$ cat src/rtl/strap_seq_pkg.sv
// Shared types for the strap sequencer.
package strap_seq_pkg;
    // Phase of the strap bus; the order follows the power-up sequence.
    typedef enum logic [1:0] {
        PH_OFF    = 2'd0,
        PH_FORCED = 2'd1,
        PH_LATCH  = 2'd2,
        PH_FREE   = 2'd3
    } strap_phase_t;
endpackage

$ cat src/rtl/strap_tick_counter.sv
// Counts qualified clock-enable ticks and flags the N-th.
// Assumes: clr has priority over counting; done is combinational and
// is high only in the cycle of the N-th qualified tick.
module strap_tick_counter #(
    parameter int N = 8
) (
    input  logic clk,
    input  logic rst_n,
    input  logic clr,
    input  logic en,
    input  logic tick,
    output logic done
);
    localparam int CW = (N < 2) ? 1 : $clog2(N + 1);

    logic [CW-1:0] cnt_q;

    // Terminal tick: enabled, ticking and one short of N.
    assign done = en && tick && !clr && (cnt_q == CW'(N - 1));

    // Advance the count on each qualified tick, clearing on request.
    always_ff @(posedge clk) begin
        if (!rst_n || clr) begin
            cnt_q <= '0;
        end else if (en && tick) begin
            cnt_q <= done ? '0 : cnt_q + 1'b1;
        end
    end
endmodule

$ cat src/rtl/strap_phase_fsm.sv
// Phase controller for the strap bus.
// Assumes: pwr and pg_ok are already synchronous to clk; loss of power
// outranks loss of power-good, which outranks every forward transition.
module strap_phase_fsm
    import strap_seq_pkg::*;
(
    input  logic         clk,
    input  logic         rst_n,
    input  logic         pwr,
    input  logic         pg_ok,
    input  logic         lat_done,
    input  logic         rel_done,
    input  logic         rst_done,
    output strap_phase_t phase,
    output logic         rel_armed
);
    strap_phase_t phase_d;
    logic         armed_d;

    // Next-phase and release-arm decisions.
    always_comb begin
        phase_d = phase;
        armed_d = rel_armed;
        if (!pwr) begin
            phase_d = PH_OFF;
            armed_d = 1'b0;
        end else if (!pg_ok) begin
            phase_d = PH_FORCED;
            armed_d = 1'b0;
        end else begin
            unique case (phase)
                PH_OFF:    phase_d = PH_FORCED;
                PH_FORCED: if (lat_done) phase_d = PH_LATCH;
                PH_LATCH: begin
                    if (rel_armed && rel_done) begin
                        phase_d = PH_FREE;
                        armed_d = 1'b0;
                    end else if (rst_done) begin
                        armed_d = 1'b1;
                    end
                end
                PH_FREE:   phase_d = PH_FREE;
                default:   phase_d = PH_OFF;
            endcase
        end
    end

    // Phase and arm registers.
    always_ff @(posedge clk) begin
        if (!rst_n) begin
            phase     <= PH_OFF;
            rel_armed <= 1'b0;
        end else begin
            phase     <= phase_d;
            rel_armed <= armed_d;
        end
    end
endmodule

$ cat src/rtl/strap_bus_driver.sv
// Holds the latched pattern and forms the strap bus per phase.
// Assumes: cap is high for one cycle, in the cycle the phase enters latch.
module strap_bus_driver
    import strap_seq_pkg::*;
#(
    parameter int              W        = 4,
    parameter logic [W-1:0]    IDLE_VAL = '0
) (
    input  logic         clk,
    input  logic         rst_n,
    input  strap_phase_t phase,
    input  logic         cap,
    input  logic [W-1:0] cfg,
    output logic [W-1:0] bus,
    output logic         float_en,
    output logic         strobe
);
    logic [W-1:0] pat_q;
    logic         strobe_q;

    // Capture the pattern and raise the strobe at the latch point.
    always_ff @(posedge clk) begin
        if (!rst_n) begin
            pat_q    <= '0;
            strobe_q <= 1'b0;
        end else begin
            strobe_q <= cap;
            if (cap) pat_q <= cfg;
        end
    end

    // Select the bus value for the current phase.
    always_comb begin
        unique case (phase)
            PH_FORCED: bus = '1;
            PH_LATCH:  bus = pat_q;
            PH_FREE:   bus = IDLE_VAL;
            default:   bus = '0;
        endcase
    end

    assign float_en = (phase == PH_FREE);
    assign strobe   = strobe_q && (phase == PH_LATCH);
endmodule

$ cat src/rtl/strap_seq_top.sv
// Strap sequencer top: forces straps high, latches the pattern after the
// slow-tick delay, releases after the fast-tick delay.
// Assumes: tick enables and level inputs are synchronous to clk.
module strap_seq_top
    import strap_seq_pkg::*;
#(
    parameter int                 STRAP_W   = 4,
    parameter int                 LAT_TICKS = 33,
    parameter int                 REL_TICKS = 8,
    parameter logic [STRAP_W-1:0] IDLE_VAL  = '0
) (
    input  logic               clk,
    input  logic               rst_n,
    input  logic               main_pwr,
    input  logic               pgood_a,
    input  logic               pgood_b,
    input  logic               rst_done,
    input  logic               slow_tick,
    input  logic               fast_tick,
    input  logic [STRAP_W-1:0] strap_cfg,
    output logic [STRAP_W-1:0] strap_out,
    output logic               strap_float,
    output logic               sus_clr
);
    strap_phase_t phase;
    logic         rel_armed;
    logic         pg_ok;
    logic         lat_en, lat_done;
    logic         rel_en, rel_done;

    assign pg_ok  = pgood_a && pgood_b;
    assign lat_en = main_pwr && pg_ok && (phase == PH_FORCED);
    assign rel_en = main_pwr && pg_ok && rel_armed && (phase == PH_LATCH);

    strap_tick_counter #(.N(LAT_TICKS)) u_lat_cnt (
        .clk(clk), .rst_n(rst_n), .clr(!lat_en), .en(lat_en),
        .tick(slow_tick), .done(lat_done)
    );

    strap_tick_counter #(.N(REL_TICKS)) u_rel_cnt (
        .clk(clk), .rst_n(rst_n), .clr(!rel_en), .en(rel_en),
        .tick(fast_tick), .done(rel_done)
    );

    strap_phase_fsm u_fsm (
        .clk(clk), .rst_n(rst_n), .pwr(main_pwr), .pg_ok(pg_ok),
        .lat_done(lat_done), .rel_done(rel_done), .rst_done(rst_done),
        .phase(phase), .rel_armed(rel_armed)
    );

    strap_bus_driver #(.W(STRAP_W), .IDLE_VAL(IDLE_VAL)) u_drv (
        .clk(clk), .rst_n(rst_n), .phase(phase), .cap(lat_done),
        .cfg(strap_cfg), .bus(strap_out), .float_en(strap_float),
        .strobe(sus_clr)
    );
endmodule

$ cat config.mk
export PLATFORM = sky130hd
export DESIGN_NAME = strap_seq_top
export DESIGN_NICKNAME = d
export VERILOG_FILES = /design/src/rtl/strap_seq_pkg.sv /design/src/rtl/strap_tick_counter.sv /design/src/rtl/strap_phase_fsm.sv /design/src/rtl/strap_bus_driver.sv /design/src/rtl/strap_seq_top.sv
export SDC_FILE = /design/constraint.sdc
export NUM_CORES = 1
export LEC_CHECK = 0
export ABC_AREA = 0
export ABC_CLOCK_PERIOD_IN_PS = 2200
export BUFFER_PORTS_ARGS = -buffer_cell sky130_fd_sc_hd__buf_2
export CORE_ASPECT_RATIO = 0.6
export CORE_MARGIN = 8
export CORE_UTILIZATION = 35
export CTS_CLUSTER_DIAMETER = 120
export CTS_CLUSTER_SIZE = 12
export DETAILED_ROUTE_END_ITERATION = 16
export GPL_TIMING_DRIVEN = 0
export PLACE_DENSITY = 0.59
export SLEW_MARGIN = 20
export SYNTH_ARGS = -nofsm -noshare
export SYNTH_HDL_FRONTEND = slang
export SYNTH_HIERARCHICAL = 1
export SYNTH_SLANG_ARGS = --single-unit
$ cat constraint.sdc
create_clock -name clk -period 2.2 [get_ports clk]
set_input_delay 0.44 -clock clk [delete_from_list [all_inputs] [get_ports clk]]
set_output_delay 0.44 -clock clk [all_outputs]
set_load 0.02 [all_outputs]
==> flow_summary_export.csv <==
group,metric,value,unit
status,outcome,"finished, final reports clean",
floorplan,num_rows,14,
sta,finClkSkew,0.00359,ns
floorplan,io_pins,18,
place,place.port_buffers,17,
power,power.density,547,nW/um^2
routing,drtIter0Drc,40,
global_route,grt-ovfl-total,0,
routing,avgViaCountPerCell,5.15,
setup_path,cp_max_fo,10,
job,max_cap_violations,0,
setup_path,critPathKind,"reg2reg",
layout,nets,149,
global_route,grt_usage,0.0970,
global_route,grt_pass1_wl,3770,um
logic_synthesis,synth-seq-cells,18,
logic_synthesis,synth_top_area_cell,"dfxtp_1",
clocking,cts_tree,"yes",
logic_synthesis,syn-num-nets,127,
global_route,grt_pass1_vias,828,
logic_synthesis,netlist.area_leader.share,0.369,
clocking,clock_sinks,18,
sta,rsz0062_at_grt,"false",
global_route,grt_max_degree,11,
clocking,cts_max_path_buffers,2,
logic_synthesis,synthesis.area_per_instance,8.95,um^2
setup_path,cp-end-kind,"flop",
floorplan,core_area,2570,um^2
layout,drive_above_1_share,0.254,
sta,tightest_slew,0.478,ns
logic_synthesis,yosys-top-cells-area,"dfxtp_1 37%, ha_1 7.7%, a21oi_1 6.2%",
sta,fmax,0.491,GHz
power,switchingPower,0.139,mW
sta,setup-violations-final,0,
routing,wl_per_cell,13.5,um
floorplan,die_area,4790,um^2
power,clkPwrFrac,0.432,
layout,diodes,0,
floorplan,die_w,84.2,um
power,p_leak,0.400,nW
power,power.total,0.641,mW
logic_synthesis,synthCells,109,
layout,post-route-util,0.455,
power,vdd_drop_max,0.000246,V
logic_synthesis,synth_warnings,6,
routing,dr.pass1.iters,4,
clocking,cts_root_buffer,"clkbuf_8",
clocking,ctsHoldBuffers,0,
logic_synthesis,netlist_area,976,um^2
setup_path,cp-start-kind,"flop",
floorplan,initial_core_util,0.379,
setup_path,worstPathArrival,2.19,ns
sta,layout_min_cycle_time,2.04,ns
clocking,cts_max_level,1,
sta,post-route-period-util,0.927,
global_route,antenna_found_initial,0,
clocking,cts_inserted_buffers,3,
routing,routed_wl,2190,um
worst_hold_path,hp-class,"in2reg",
power,p_int,0.501,mW
power,pwr-share-seq,0.515,
routing,ant_nets,0,
logic_synthesis,ys_seq_area_frac,0.369,
floorplan,die_y,56.9,um
clocking,clk_latency,0.26,ns
clocking,clk_pin_slew,0.07,ns
sta,finalHoldViolations,0,
place,dp_hpwl,1710,um
setup_path,required,2.35,ns
place,place.gp.congestion,0.774,
sta,slew_violations,0,
routing,drc,0,
sta,timing.slew.headroom,0.679,
power,switching_share,0.218,
power,pwr-share-comb,0.053,
routing,num_vias,834,
logic_synthesis,ys_types,32,
layout,synthToLayoutAreaGrowth,20.0,%
-- stage by stage --
stage          std cells  setup WS [ns]  hold slack (ns)  area, um^2  TNS (ns)
5_1_grt              162         0.0574            0.447        1170         0
3_3_place_gp         158         -0.137            0.461        1100    -0.527
4_1_cts              162         0.0365            0.449        1160         0
6_report             162          0.162            0.454        1170         0
3_5_place_dp         158         -0.148            0.475        1100    -0.540
2_1_floorplan        109          0.235            0.451         976         0
-- final timing paths --
path	slack, ns	start	to	cells after the start
worst max-delay path	0.16	u_fsm/phase[0]	u_drv/pat_q[1]	6
worst min-delay path	0.45	strap_cfg[0]	u_drv/pat_q[0]	3
worst min register to register	0.49	u_rel_cnt/cnt_q[1]	u_rel_cnt/cnt_q[1]	2
worst max register to register	0.16	u_fsm/phase[0]	u_drv/pat_q[1]	6
-- cell families after synthesis --
| group | Yosys count | share of synthesized area |
|---|---|---|
| AND/OR/NAND/NOR | 50 | 0.300 |
| adder cells (fa/ha/maj) | 6 | 0.0769 |
| AO/OA/AOI/OAI | 22 | 0.155 |
| buffers and inverters | 6 | 0.0308 |
| XOR/XNOR | 3 | 0.0269 |
| flip-flops | 18 | 0.369 |
| multiplexers | 4 | 0.0410 |
-- area by class of cell --
type	count	area (um^2)
Sequential cell	18	362
Multi-Input combinational cell	85	599
Tap cell	32	40.0
Fill cell	272	1400
Buffer	1	11.3
Clock buffer	4	55.1
Inverter	5	18.8
Timing Repair Buffer	17	85.1
-- critical path, cell delays in order, from the launching register on --
cell     delay (ns)
dfxtp_2        0.44
or3b_1         0.38
or2b_1         0.30
nor3_1         0.35
buf_6          0.19
mux2i_1        0.20
nor2b_1        0.06
-- flip-flops by register name, indices dropped and copies added (netlist names) --
| register | flops |
|---|---|
| u_fsm/phase | 2 |
| u_rel_cnt/cnt_q | 4 |
| u_lat_cnt/cnt_q | 6 |
| u_drv/strobe_q | 1 |
| u_fsm/rel_armed | 1 |
| u_drv/pat_q | 4 |
-- repair_timing --
action	in CTS	in global routing
endpoints found under the hold margin	0	0
gates resized for setup	1	2
setup endpoints to repair	4	4
setup buffers	0	0
-- cells in the mapped netlist, drive strengths merged --
cell,instances
a211oi,1
a21oi,12
a311oi,1
a31oi,1
and2,3
buf,1
dfxtp,18
ha,6
inv,5
mux2i,4
nand2,11
nand2b,1
nand3,8
nand4,1
nand4b,1
nor2,7
nor2b,5
nor3,3
nor3b,1
nor4,1
o2111ai,2
o21ai,4
o311ai,1
or2b,1
or3,5
or3b,1
or4b,1
xor2,3
-- placed cells by master (no fill, tap or decap), types with 2 or more instances in the layout --
master / n
a21oi_1: 12
and2_2: 2
buf_2: 17
clkbuf_8: 4
dfxtp_1: 17
ha_1: 6
inv_1: 5
mux2i_1: 4
nand2_1: 10
nand3_1: 7
nor2_1: 7
nor2b_1: 4
nor3_1: 3
o2111ai_1: 2
o21ai_0: 4
or3_1: 5
xor2_1: 3
-- power by group through the flow --
stage               sequential [mW]  combinational [mW]  clock [mW]
finish                        0.330              0.0341       0.277
global route                  0.330              0.0379       0.307
CTS                           0.329              0.0347       0.290
detailed placement            0.337              0.0342           0
global placement              0.337              0.0334           0
floorplan                     0.336              0.0148           0
-- metal layers --
metal / up-vias / part of all wire / GRT usage
met3: 4 / 0.081 / 0.0460
met2: 26 / 0.40 / 0.141
met1: 375 / 0.50 / 0.118
li1: 429 / - / -
met4: 0 / 0.013 / 0.0440
met5: - / 0 / 0
Note: power is estimated with default switching activity, not from simulation.
